<file path="src/rtl/uart_flag_pkg.sv">
package uart_flag_pkg;

  localparam int NFLAG = 7;

  // status bit positions
  localparam int ST_MPBT = 0;
  localparam int ST_MPRX = 1;
  localparam int ST_TEND = 2;
  localparam int ST_PERR = 3;
  localparam int ST_FERR = 4;
  localparam int ST_RDRF = 5;
  localparam int ST_TDRE = 6;

  // control bit positions
  localparam int NCTRL     = 5;
  localparam int CT_TXEN   = 0;
  localparam int CT_RXEN   = 1;
  localparam int CT_PAREN  = 2;
  localparam int CT_PARODD = 3;
  localparam int CT_MP     = 4;

  localparam logic [1:0] A_DATA = 2'd0;
  localparam logic [1:0] A_CTRL = 2'd1;
  localparam logic [1:0] A_STAT = 2'd2;

  localparam logic [NFLAG-1:0] FL_RESET =
    NFLAG'((1 << ST_TDRE) | (1 << ST_TEND));
  localparam logic [NFLAG-1:0] FL_SWCLR =
    NFLAG'((1 << ST_TDRE) | (1 << ST_RDRF) | (1 << ST_FERR) | (1 << ST_PERR));

  typedef enum logic {LN_IDLE, LN_BUSY} line_state_e;

endpackage

</file>
<file path="src/rtl/uart_flag_tick.sv">
module uart_flag_tick #(
  parameter int DIV = 2
) (
  input  logic clk,
  input  logic rst_n,
  output logic tick
);
  localparam int CW = (DIV > 1) ? $clog2(DIV) : 1;

  logic [CW-1:0] cnt_q, cnt_d;

  always_comb begin
    tick  = (cnt_q == CW'(DIV - 1));
    cnt_d = tick ? '0 : cnt_q + 1'b1;
  end

  always_ff @(posedge clk or negedge rst_n) begin
    if (!rst_n) cnt_q <= '0;
    else        cnt_q <= cnt_d;
  end
endmodule

</file>
<file path="src/rtl/uart_flag_tx.sv">
module uart_flag_tx
  import uart_flag_pkg::*;
#(
  parameter int DW  = 8,
  parameter int OVS = 16
) (
  input  logic          clk,
  input  logic          rst_n,
  input  logic          tick,
  input  logic          tx_en,
  input  logic          tdre,
  input  logic [DW-1:0] tx_data,
  input  logic          par_en,
  input  logic          par_odd,
  input  logic          mp_mode,
  input  logic          mpbt,
  output logic          txd,
  output logic          load,
  output logic          dry
);
  localparam int FW = DW + 3;
  localparam int SW = $clog2(OVS);
  localparam int BW = $clog2(FW + 1);

  line_state_e   state_q, state_d;
  logic [FW-1:0] shreg_q, shreg_d;
  logic [SW-1:0] scnt_q, scnt_d;
  logic [BW-1:0] bcnt_q, bcnt_d;
  logic [BW-1:0] len_q, len_d;

  logic          has_x, xbit, bit_end, last_bit;
  logic [FW-1:0] frame;

  always_comb begin
    has_x    = mp_mode | par_en;
    xbit     = mp_mode ? mpbt : ((^tx_data) ^ par_odd);
    frame    = has_x ? {1'b1, xbit, tx_data, 1'b0} : {1'b1, 1'b1, tx_data, 1'b0};
    bit_end  = tick && (scnt_q == SW'(OVS - 1));
    last_bit = (bcnt_q == len_q - 1'b1);

    state_d = state_q;
    shreg_d = shreg_q;
    scnt_d  = scnt_q;
    bcnt_d  = bcnt_q;
    len_d   = len_q;
    load    = 1'b0;
    dry     = 1'b0;

    if (!tx_en) begin
      state_d = LN_IDLE;
    end else if (state_q == LN_IDLE) begin
      load = !tdre;
    end else if (bit_end) begin
      if (last_bit) begin
        if (!tdre) begin
          load = 1'b1;
        end else begin
          dry     = 1'b1;
          state_d = LN_IDLE;
        end
      end else begin
        shreg_d = {1'b1, shreg_q[FW-1:1]};
        bcnt_d  = bcnt_q + 1'b1;
        scnt_d  = '0;
      end
    end else if (tick) begin
      scnt_d = scnt_q + 1'b1;
    end

    if (load) begin
      state_d = LN_BUSY;
      shreg_d = frame;
      scnt_d  = '0;
      bcnt_d  = '0;
      len_d   = has_x ? BW'(FW) : BW'(FW - 1);
    end

    txd = (state_q == LN_BUSY) ? shreg_q[0] : 1'b1;
  end

  always_ff @(posedge clk or negedge rst_n) begin
    if (!rst_n) begin
      state_q <= LN_IDLE;
      shreg_q <= '1;
      scnt_q  <= '0;
      bcnt_q  <= '0;
      len_q   <= '0;
    end else begin
      state_q <= state_d;
      shreg_q <= shreg_d;
      scnt_q  <= scnt_d;
      bcnt_q  <= bcnt_d;
      len_q   <= len_d;
    end
  end
endmodule

</file>
<file path="src/rtl/uart_flag_rx.sv">
module uart_flag_rx
  import uart_flag_pkg::*;
#(
  parameter int DW  = 8,
  parameter int OVS = 16
) (
  input  logic          clk,
  input  logic          rst_n,
  input  logic          tick,
  input  logic          rx,
  input  logic          enable,
  input  logic          par_en,
  input  logic          par_odd,
  input  logic          mp_mode,
  output logic          done_ok,
  output logic          done_perr,
  output logic          done_ferr,
  output logic [DW-1:0] data,
  output logic          xbit
);
  localparam int SW  = $clog2(OVS);
  localparam int BW  = $clog2(DW + 3);
  localparam int MID = OVS / 2;

  line_state_e   state_q, state_d;
  logic [SW-1:0] scnt_q, scnt_d;
  logic [BW-1:0] bcnt_q, bcnt_d;
  logic [1:0]    votes_q, votes_d;
  logic [DW-1:0] data_q, data_d;
  logic          xbit_q, xbit_d;

  logic          has_x, in_win, decide, wrap, bitval, par_bad;
  logic [1:0]    vsum;
  logic [BW-1:0] last_idx;

  always_comb begin
    has_x    = mp_mode | par_en;
    last_idx = has_x ? BW'(DW + 2) : BW'(DW + 1);
    in_win   = (scnt_q >= SW'(MID - 1)) && (scnt_q <= SW'(MID + 1));
    decide   = (scnt_q == SW'(MID + 1));
    wrap     = (scnt_q == SW'(OVS - 1));
    vsum     = votes_q + {1'b0, rx};
    bitval   = vsum[1];
    par_bad  = par_en && !mp_mode && (xbit_q != ((^data_q) ^ par_odd));

    state_d   = state_q;
    scnt_d    = scnt_q;
    bcnt_d    = bcnt_q;
    votes_d   = votes_q;
    data_d    = data_q;
    xbit_d    = xbit_q;
    done_ok   = 1'b0;
    done_perr = 1'b0;
    done_ferr = 1'b0;

    if (state_q == LN_IDLE) begin
      if (enable && !rx) begin
        state_d = LN_BUSY;
        scnt_d  = '0;
        bcnt_d  = '0;
        votes_d = '0;
      end
    end else if (!enable) begin
      state_d = LN_IDLE;
    end else if (tick) begin
      scnt_d = wrap ? '0 : scnt_q + 1'b1;
      if (wrap) begin
        bcnt_d  = bcnt_q + 1'b1;
        votes_d = '0;
      end else if (in_win) begin
        votes_d = vsum;
      end
      if (decide) begin
        if (bcnt_q == '0) begin
          if (bitval) state_d = LN_IDLE;
        end else if (bcnt_q <= BW'(DW)) begin
          data_d = {bitval, data_q[DW-1:1]};
        end else if (bcnt_q == last_idx) begin
          state_d   = LN_IDLE;
          done_ferr = !bitval;
          done_perr = par_bad;
          done_ok   = bitval && !par_bad;
        end else begin
          xbit_d = bitval;
        end
      end
    end
  end

  assign data = data_q;
  assign xbit = xbit_q;

  always_ff @(posedge clk or negedge rst_n) begin
    if (!rst_n) begin
      state_q <= LN_IDLE;
      scnt_q  <= '0;
      bcnt_q  <= '0;
      votes_q <= '0;
      data_q  <= '0;
      xbit_q  <= 1'b0;
    end else begin
      state_q <= state_d;
      scnt_q  <= scnt_d;
      bcnt_q  <= bcnt_d;
      votes_q <= votes_d;
      data_q  <= data_d;
      xbit_q  <= xbit_d;
    end
  end
endmodule

</file>
<file path="src/rtl/uart_flag_regs.sv">
module uart_flag_regs
  import uart_flag_pkg::*;
(
  input  logic             clk,
  input  logic             rst_n,
  input  logic             st_rd,
  input  logic             st_wr,
  input  logic [NFLAG-1:0] wdata,
  input  logic             tx_en,
  input  logic             mp_mode,
  input  logic             tx_load,
  input  logic             tx_dry,
  input  logic             xfer_we,
  input  logic             rx_ok,
  input  logic             rx_perr,
  input  logic             rx_ferr,
  input  logic             rx_mpb,
  output logic [NFLAG-1:0] flags
);
  logic [NFLAG-1:0] flags_q, flags_d;
  logic [NFLAG-1:0] seen_q, seen_d;
  logic [NFLAG-1:0] clr;

  always_comb begin
    flags_d = flags_q;
    clr     = st_wr ? (~wdata & seen_q & flags_q & FL_SWCLR) : '0;

    if (xfer_we)           flags_d[ST_TDRE] = 1'b0;
    else if (tx_load)      flags_d[ST_TDRE] = 1'b1;
    else if (clr[ST_TDRE]) flags_d[ST_TDRE] = 1'b0;

    if (!tx_en)                        flags_d[ST_TEND] = 1'b1;
    else if (xfer_we || clr[ST_TDRE])  flags_d[ST_TEND] = 1'b0;
    else if (tx_dry)                   flags_d[ST_TEND] = 1'b1;

    if (rx_ok)             flags_d[ST_RDRF] = 1'b1;
    else if (clr[ST_RDRF]) flags_d[ST_RDRF] = 1'b0;

    if (rx_perr)           flags_d[ST_PERR] = 1'b1;
    else if (clr[ST_PERR]) flags_d[ST_PERR] = 1'b0;

    if (rx_ferr)           flags_d[ST_FERR] = 1'b1;
    else if (clr[ST_FERR]) flags_d[ST_FERR] = 1'b0;

    if (rx_ok && mp_mode)  flags_d[ST_MPRX] = rx_mpb;

    if (st_wr)             flags_d[ST_MPBT] = wdata[ST_MPBT];

    seen_d = (seen_q | (st_rd ? flags_q : '0)) & flags_d & FL_SWCLR;
  end

  assign flags = flags_q;

  always_ff @(posedge clk or negedge rst_n) begin
    if (!rst_n) begin
      flags_q <= FL_RESET;
      seen_q  <= '0;
    end else begin
      flags_q <= flags_d;
      seen_q  <= seen_d;
    end
  end
endmodule

</file>
<file path="src/rtl/uart_flag_core.sv">
module uart_flag_core
  import uart_flag_pkg::*;
#(
  parameter int DW  = 8,
  parameter int OVS = 16,
  parameter int DIV = 2
) (
  input  logic          clk,
  input  logic          rst_n,
  input  logic [1:0]    addr,
  input  logic          wr_en,
  input  logic          rd_en,
  input  logic [DW-1:0] wdata,
  output logic [DW-1:0] rdata,
  input  logic          xfer_we,
  input  logic [DW-1:0] xfer_data,
  input  logic          rxd_i,
  output logic          txd_o,
  output logic          irq_rx_full,
  output logic          irq_tx_empty,
  output logic          irq_tx_end,
  output logic          irq_err
);
  logic [1:0]       rst_pipe_q;
  logic             rst_s;
  logic [1:0]       rx_pipe_q;
  logic [NCTRL-1:0] ctrl_q, ctrl_d;
  logic [DW-1:0]    txdata_q, txdata_d;
  logic [DW-1:0]    rxdata_q, rxdata_d;
  logic [NFLAG-1:0] status_w;

  logic tick, st_rd, st_wr, rx_en_eff;
  logic tx_load, tx_dry;
  logic rx_ok, rx_perr, rx_ferr, rx_xbit;
  logic [DW-1:0] rx_byte;

  // reset: asserted asynchronously, released on the clock
  always_ff @(posedge clk or negedge rst_n) begin
    if (!rst_n) rst_pipe_q <= '0;
    else        rst_pipe_q <= {rst_pipe_q[0], 1'b1};
  end
  assign rst_s = rst_pipe_q[1];

  always_ff @(posedge clk or negedge rst_s) begin
    if (!rst_s) rx_pipe_q <= '1;
    else        rx_pipe_q <= {rx_pipe_q[0], rxd_i};
  end

  always_comb begin
    st_rd     = rd_en && (addr == A_STAT);
    st_wr     = wr_en && (addr == A_STAT);
    rx_en_eff = ctrl_q[CT_RXEN] && !status_w[ST_PERR] && !status_w[ST_FERR];

    ctrl_d = (wr_en && (addr == A_CTRL)) ? wdata[NCTRL-1:0] : ctrl_q;

    if (xfer_we)                         txdata_d = xfer_data;
    else if (wr_en && (addr == A_DATA))  txdata_d = wdata;
    else                                 txdata_d = txdata_q;

    rxdata_d = (rx_ok || rx_perr || rx_ferr) ? rx_byte : rxdata_q;

    case (addr)
      A_DATA:  rdata = rxdata_q;
      A_CTRL:  rdata = DW'(ctrl_q);
      A_STAT:  rdata = DW'(status_w);
      default: rdata = '0;
    endcase
  end

  always_ff @(posedge clk or negedge rst_s) begin
    if (!rst_s) begin
      ctrl_q   <= '0;
      txdata_q <= '0;
      rxdata_q <= '0;
    end else begin
      ctrl_q   <= ctrl_d;
      txdata_q <= txdata_d;
      rxdata_q <= rxdata_d;
    end
  end

  uart_flag_tick #(.DIV(DIV)) u_tick (
    .clk(clk), .rst_n(rst_s), .tick(tick)
  );

  uart_flag_tx #(.DW(DW), .OVS(OVS)) u_tx (
    .clk(clk), .rst_n(rst_s), .tick(tick),
    .tx_en(ctrl_q[CT_TXEN]), .tdre(status_w[ST_TDRE]), .tx_data(txdata_q),
    .par_en(ctrl_q[CT_PAREN]), .par_odd(ctrl_q[CT_PARODD]), .mp_mode(ctrl_q[CT_MP]),
    .mpbt(status_w[ST_MPBT]), .txd(txd_o), .load(tx_load), .dry(tx_dry)
  );

  uart_flag_rx #(.DW(DW), .OVS(OVS)) u_rx (
    .clk(clk), .rst_n(rst_s), .tick(tick), .rx(rx_pipe_q[1]), .enable(rx_en_eff),
    .par_en(ctrl_q[CT_PAREN]), .par_odd(ctrl_q[CT_PARODD]), .mp_mode(ctrl_q[CT_MP]),
    .done_ok(rx_ok), .done_perr(rx_perr), .done_ferr(rx_ferr),
    .data(rx_byte), .xbit(rx_xbit)
  );

  uart_flag_regs u_flags (
    .clk(clk), .rst_n(rst_s), .st_rd(st_rd), .st_wr(st_wr),
    .wdata(wdata[NFLAG-1:0]), .tx_en(ctrl_q[CT_TXEN]), .mp_mode(ctrl_q[CT_MP]),
    .tx_load(tx_load), .tx_dry(tx_dry), .xfer_we(xfer_we),
    .rx_ok(rx_ok), .rx_perr(rx_perr), .rx_ferr(rx_ferr), .rx_mpb(rx_xbit),
    .flags(status_w)
  );

  assign irq_rx_full  = status_w[ST_RDRF];
  assign irq_tx_empty = status_w[ST_TDRE] && ctrl_q[CT_TXEN];
  assign irq_tx_end   = status_w[ST_TEND];
  assign irq_err      = status_w[ST_PERR] || status_w[ST_FERR];
endmodule

</file>
<file path="config.mk">
export PLATFORM = sky130hd
export DESIGN_NAME = uart_flag_core
export DESIGN_NICKNAME = d
export VERILOG_FILES = /design/src/rtl/uart_flag_pkg.sv /design/src/rtl/uart_flag_tick.sv /design/src/rtl/uart_flag_tx.sv /design/src/rtl/uart_flag_rx.sv /design/src/rtl/uart_flag_regs.sv /design/src/rtl/uart_flag_core.sv
export SDC_FILE = /design/constraint.sdc
export NUM_CORES = 1
export LEC_CHECK = 0
export BUFFER_PORTS_ARGS = -buffer_cell sky130_fd_sc_hd__buf_2
export CORE_MARGIN = 4
export CORE_UTILIZATION = 62
export CTS_BUF_LIST = sky130_fd_sc_hd__clkbuf_8
export DETAILED_ROUTE_END_ITERATION = 16
export PLACE_DENSITY = 0.91
export RECOVER_POWER = 25
export SLEW_MARGIN = 20
export SYNTH_ARGS = -nofsm -noshare
export SYNTH_HDL_FRONTEND = slang
export SYNTH_SLANG_ARGS = --single-unit
</file>
<file path="constraint.sdc">
create_clock -name clk -period 2.8 [get_ports clk]
set_clock_uncertainty 0.05 [all_clocks]
set_input_delay 0.56 -clock clk [delete_from_list [all_inputs] [get_ports clk]]
set_output_delay 0.56 -clock clk [all_outputs]
set_load 0.01 [all_outputs]
</file>
Word level (Yosys, flattened, before mapping). Cells that the tools add are included.

Eq/ne operators: 14. Reduce and logical (&&, ||, !) cells: 42. $lt $le $gt $ge: 3. Mux-type cells: 101. Add/subtract/negate cells: 7. Bitwise operators: 11.

Operators by type and width (number): $mux W4 (20); $mux W1 (63); $mux W11 (5); $pmux W8 S3 (1); $and A7 B7 Y7 (3); $add A4 B1 Y4 const B (4); $mux W8 (2); $reduce_and A4 Y1 (4); $reduce_xor A8 Y1 (2); $logic_and A1 B1 Y1 (14); $mux W2 (7); $mux W7 (2); $eq A4 B4 Y1 const B (3); $mux W10 (1); $reduce_bool A2 Y1 (5); $eq A4 B4 Y1 (2); $le A4 B4 Y1 const B (2); $logic_not A1 Y1 (7); $not A7 Y7 (1); $or A7 B7 Y7 (1); $reduce_and A7 Y1 (1); $ne A2 B2 Y1 const B (3); $ne A3 B3 Y1 const B (2); $reduce_and A6 Y1 (1); 16 further kinds (22).

Flip-flop bits (word level): 81. Logic and storage cells: 197. Bits of input ports: 24. Output and inout bits: 13.

Longest topological paths before layout.
Depth after elaboration: 16. Mapped depth: 10. Gate-level depth less buffers: 7.

Modules after synthesis. From an unflattened synthesis, not the netlist that was laid out.

Cell total of the unflattened synthesis: 398. Area total of the unflattened synthesis: 4160.2 µm².

Modules (own cells, without submodules): uart_flag_tx (seq. area each 538.0 µm², instances 1, cells each 132, area an instance 1258.7 µm²); uart_flag_rx (seq. area each 500.5 µm², instances 1, cells each 121, area an instance 1232.4 µm²); uart_flag_core (seq. area each 628.1 µm², instances 1, cells each 106, area an instance 1173.6 µm²); uart_flag_regs (seq. area each 277.8 µm², instances 1, cells each 37, area an instance 466.7 µm²); uart_flag_tick (seq. area each 25.0 µm², instances 1, cells each 2, area an instance 28.8 µm²).

Worst setup path after synthesis. OpenSTA, ideal clock, no wires.

Path type: register to register. Start point: register u_tx.len_q[0]. End point: register u_tx.bcnt_q[1]. Arrival time: 1.920 ns. Setup time: 0.121 ns. Buffers on the path: 2. Required time: 2.629 ns. Cell stages (with the launch flop): 10. Clock period less this slack: 2.091 ns. Slack: 0.709 ns. Cell sequence: dfrtp_1 > inv_1 > ha_1 > xor2_1 > and4_1 > clkbuf_1 > nor3_2 > buf_4 > mux2i_1 > nor2_1.

Cells in the longest elaborated chain, start to end: 8. Elaborated cells between the ends (all ways): 12. Those cells by class: 1 x add/sub; 2 x eq/ne; 5 x mux; 4 x reduce/logical.

Ends and longest elaborated chain: from (decl) (RTL line uart_flag_tx.sv:29) `logic [BW-1:0] len_q, len_d;`; from (signal assigned) (RTL line uart_flag_tx.sv:93) `len_q <= len_d;`; $sub A4 B1 Y4 (*) (RTL line uart_flag_tx.sv:39) `last_bit = (bcnt_q == len_q - 1'b1);`; $eq A4 B4 Y1 (*) (RTL line uart_flag_tx.sv:39); $mux W1 (RTL line uart_flag_tx.sv:54) `if (last_bit) begin`; $mux W1 (RTL line uart_flag_tx.sv:53) `end else if (bit_end) begin`; $mux W1 (RTL line uart_flag_tx.sv:51) `end else if (state_q == LN_IDLE) begin`; $mux W1 (RTL line uart_flag_tx.sv:49) `if (!tx_en) begin`; $ne A2 B2 Y1 (no line) or $reduce_bool A2 Y1 (tied branches); $reduce_and A4 Y1 (no line); to (signal assigned) (RTL line uart_flag_tx.sv:92) `bcnt_q <= bcnt_d;`; to (decl) (RTL line uart_flag_tx.sv:28) `logic [BW-1:0] bcnt_q, bcnt_d;`.

Mark *: on every way between the ends. The rest lies on a longest branch, timed or not. A chain may end at the register's enable or synchronous reset.

Final worst setup path.
Start point: register u_tx.len_q[0]. End point: register u_tx.shreg_q[9].

Cells in the longest elaborated chain, start to end: 8. Elaborated cells between the ends (all ways): 12. Those cells by class: 1 x add/sub; 2 x eq/ne; 5 x mux; 4 x reduce/logical.

Ends and longest elaborated chain: $sub A4 B1 Y4 (*) (RTL line uart_flag_tx.sv:39); $eq A4 B4 Y1 (*) (RTL line uart_flag_tx.sv:39); $mux W1 (RTL line uart_flag_tx.sv:54); $mux W1 (RTL line uart_flag_tx.sv:53); $mux W1 (RTL line uart_flag_tx.sv:51); $mux W1 (RTL line uart_flag_tx.sv:49); $ne A2 B2 Y1 (no line) or $reduce_bool A2 Y1 (tied branches); $reduce_and A4 Y1 (no line); to (signal assigned) (RTL line uart_flag_tx.sv:90) `shreg_q <= shreg_d;`; to (decl) (RTL line uart_flag_tx.sv:26) `logic [FW-1:0] shreg_q, shreg_d;`.

Marks and branches as above.

==> flow_summary.toml <==
[run_status]
outcome = "finished clean"

[placement]
dp_cells = 499
pre_cts_slack_ns = 0.559
portBuffers = 36
hpwlAfterDp_um = 6030
gp_routability_congestion = 0.853
postPlaceCellArea_mm2 = 0.00426

[timing]
hold_viol_final = 0
postLayoutSetupSlackWorst_ns = 0.532
max_freq_ghz = 0.441
fin_crit_sh = 0.810
drv_slew = 0
setup-tns-final_ns = 0
relSlewSlack = 0.186
fin_crit_ns = 2.27
rsz0062_at_grt = "false"
worst_pin_slew_ns = 1.22
finalSetupViolCount = 0

[cells_and_area]
postLayoutCellArea_mm2 = 0.00444
regArea_mm2 = 0.00197
n_fill_cell = 454
final_cell_mix = "nand2_1, dfrtp_1, buf_2, o21ai_0, mux2i_1"
final_common_cell = "nand2_1"
fin_nets = 468
antenna_cells = 0
multi_input_area_mm2 = 0.00191
fin_cells = 516
area_growth_pct = 10.5
drive_gt1_frac = 0.189

[setup_path]
slowest_stage = "dfrtp_1"
worstPathRequired_ns = 3.04
slowest_delay_ns = 0.41
worstSetupPathType = "flip-flop to flip-flop"
end_kind = "flip-flop"
startpoint = "u_tx.len_q[0]"
start_kind = "flip-flop"
worstPathArrival_ns = 2.50
cp_num_cells = 8
path_cells = "inv_1, ha_1, xor2_1, and4_1, a22o_1, buf_4, nor3_1, a21oi_1"
r2r-start = "u_tx.len_q[0]"
reg2reg_slack_ns = 0.53
r2r_end = "u_tx.shreg_q[9]"
critPathBufInv = 2
crit_path_max_fanout = 22
worstSetupEndpoint = "u_tx.shreg_q[9]"
crit_family = "simple AND/OR/NAND/NOR gates"
r2r_cells = 8

[yosys]
synth_seq_cells = 78
syn-cell-area_mm2 = 0.00402
yosysSeqAreaShare = 0.490
synth_edf_count = 0
synth_flop_cell = "dfrtp_1"
ys_warn_count = 0
syn_nets = 431
syn_avg_cell_area_um2 = 10.1
async_flop_share = 1.00
synth.distinct_cells = 56
synthCells = 397

[clocking]
clkSlewWorstSetupHoldPaths_ns = 0.08
cts_tree = "yes"
numCtsBuffers = 9
h-tree-depth = 3
cts_buffer_depth = 2
cts_root_buf = "clkbuf_8"
cts_sinks = 78
post_cts_resized = 0
clk-insertion-delay-late_ns = 0.35

[die]
dieArea_mm2 = 0.00784
start_util = 0.637
die_w_um = 88.5
rows = 29
die_y_um = 88.5
core_area_mm2 = 0.00631
ioPinCount = 37

[route]
viasPerCell = 5.89
drt-total-wl_um = 8380
drtPass1Iterations = 5
ant_nets = 0
routed-via-count = 3037
drcViolationCount = 0
drt_iter0_drc = 281
wl_per_cell_um = 16.2

[pwr]
p_int_w = 0.00200
p_sw_frac = 0.327
seqPwrFrac = 0.529
power.net_switching_w = 0.000974
leakage_nw = 2.04
pwr_density_cell_mw_per_mm2 = 670
p_total_w = 0.00298
p_clk_frac = 0.255
peakVddDrop_mv = 0.471
comb_power_share = 0.216

[global_routing]
overflow = 0
grt_pass1_wl_um = 14200
grt_use_total = 0.237
first_global_vias = 2981
antenna_found_initial = 0
grt_max_degree = 32

[worst_hold_path]
hold_path_class = "input pin to flip-flop"

[run]
drv_cap = 0
==> repair_timing <==
item | CTS | global route
setup buffers | 0 | 0
hold buffers | 1 | 0
endpoints found under the hold margin | 2 | 0
==> cells by family (layout without fill, tap and decap cells) <==
logic type / after synthesis / after routing / share of synthesized area
AO/OA/AOI/OAI: 70 / 70 / 0.106
other: 1 / 1 / 0.000933
AND/OR/NAND/NOR: 137 / 137 / 0.162
adder cells (fa/ha/maj): 10 / 10 / 0.0311
flip-flops: 78 / 78 / 0.490
buffers and inverters: 32 / 74 / 0.0345
XOR/XNOR: 26 / 26 / 0.0635
multiplexers: 43 / 43 / 0.112
==> state kept, by name, indices dropped and copies added, names as in the netlist, 2 cells and up, named ones only <==
name	flops
ctrl_q	5
u_flags.flags	5
u_tx.shreg_q	10
rx_pipe_q	2
rxdata_q	8
rst_pipe_q	2
u_flags.seen_q	4
u_tx.bcnt_q	4
u_rx.bcnt_q	4
u_tx.len_q	2
u_rx.scnt_q	4
u_rx.data	8
u_tx.scnt_q	4
u_rx.votes_q	2
txdata_q	8
==> power by group through the flow <==
stage / sequential, W / clock (W) / combinational [W]
floorplan: 0.00153 / 0 / 0.000493
global placement: 0.00158 / 0 / 0.000611
detailed placement: 0.00159 / 0 / 0.000648
CTS: 0.00157 / 0.000768 / 0.000650
global route: 0.00160 / 0.000819 / 0.000732
finish: 0.00157 / 0.000759 / 0.000644
==> layer usage <==
layer | share of wire | up-vias | global-route usage | wire (um)
li1 | - | 1443 | - | -
met1 | 0.41 | 1493 | 0.298 | 3450
met2 | 0.51 | 87 | 0.398 | 4250
met3 | 0.061 | 14 | 0.0698 | 511
met4 | 0.020 | 0 | 0.0742 | 164
met5 | 0 | - | 0 | 0
==> cell type report <==
class,instances,area share
inverters,14,0.0118
multi-input cells,287,0.430
clock inverters,6,0.00845
well taps,77,0.0217
repair buffers,44,0.0535
clock buffers,10,0.0310
flip-flops and latches,78,0.443
==> worst reg2reg max path, stage by stage (launching register included) <==
cell and delay [ns]:
dfrtp_1 0.41, inv_1 0.07, ha_1 0.30, xor2_1 0.19, and4_1 0.39, a22o_1 0.30, buf_4 0.26, nor3_1 0.10
a21oi_1 0.14
==> metrics by stage <==
step / hold WS, ns / util
floorplan: 0.214 / -
CTS: 0.204 / 0.705
global route: 0.232 / 0.704
global placement: 0.190 / 0.675
detailed placement: 0.201 / 0.675
finish: 0.245 / 0.704
==> cells in the mapped netlist, types with 2 or more instances <==
cell type | n | area (um2)
a21boi_0 | 2 | 15.0
a21oi_1 | 6 | 30.0
a22o_1 | 4 | 35.0
a31oi_1 | 3 | 18.8
and3_1 | 3 | 18.8
and4_1 | 2 | 17.5
buf_2 | 6 | 30.0
clkbuf_1 | 9 | 33.8
dfrtp_1 | 64 | 1600
dfstp_2 | 14 | 368
ha_1 | 10 | 125
inv_1 | 14 | 52.6
mux2_1 | 7 | 78.8
mux2_2 | 9 | 101
mux2i_1 | 27 | 270
nand2_1 | 66 | 248
nand2b_1 | 5 | 31.3
nand3_1 | 9 | 45.0
nand4_1 | 4 | 25.0
nor2_1 | 22 | 82.6
nor2b_1 | 4 | 25.0
nor3_1 | 5 | 25.0
nor3b_1 | 3 | 22.5
nor4_1 | 3 | 18.8
o211ai_1 | 2 | 15.0
o21a_1 | 2 | 15.0
o21ai_0 | 31 | 155
o21ai_1 | 8 | 40.0
o31ai_1 | 2 | 15.0
or3b_1 | 2 | 17.5
xnor2_1 | 14 | 123
xnor3_1 | 2 | 45.0
xor2_1 | 10 | 87.6
==> worst min-delay path by stage <==
| stage | start | endpoint | depth (start not counted) |
|---|---|---|---|
| 3_5_place_dp | rst_pipe_q[1] | u_rx.data[0] | 0 |
| 6_report | rxd_i | rx_pipe_q[0] | 1 |
| 3_3_place_gp | rst_pipe_q[1] | u_rx.data[0] | 0 |
| 4_1_cts | rst_pipe_q[1] | u_rx.bcnt_q[3] | 0 |
| 5_1_grt | rxd_i | rx_pipe_q[0] | 1 |
| 2_1_floorplan | rst_n | rst_pipe_q[0] | 0 |
Note: power is estimated with default switching activity, not from simulation.
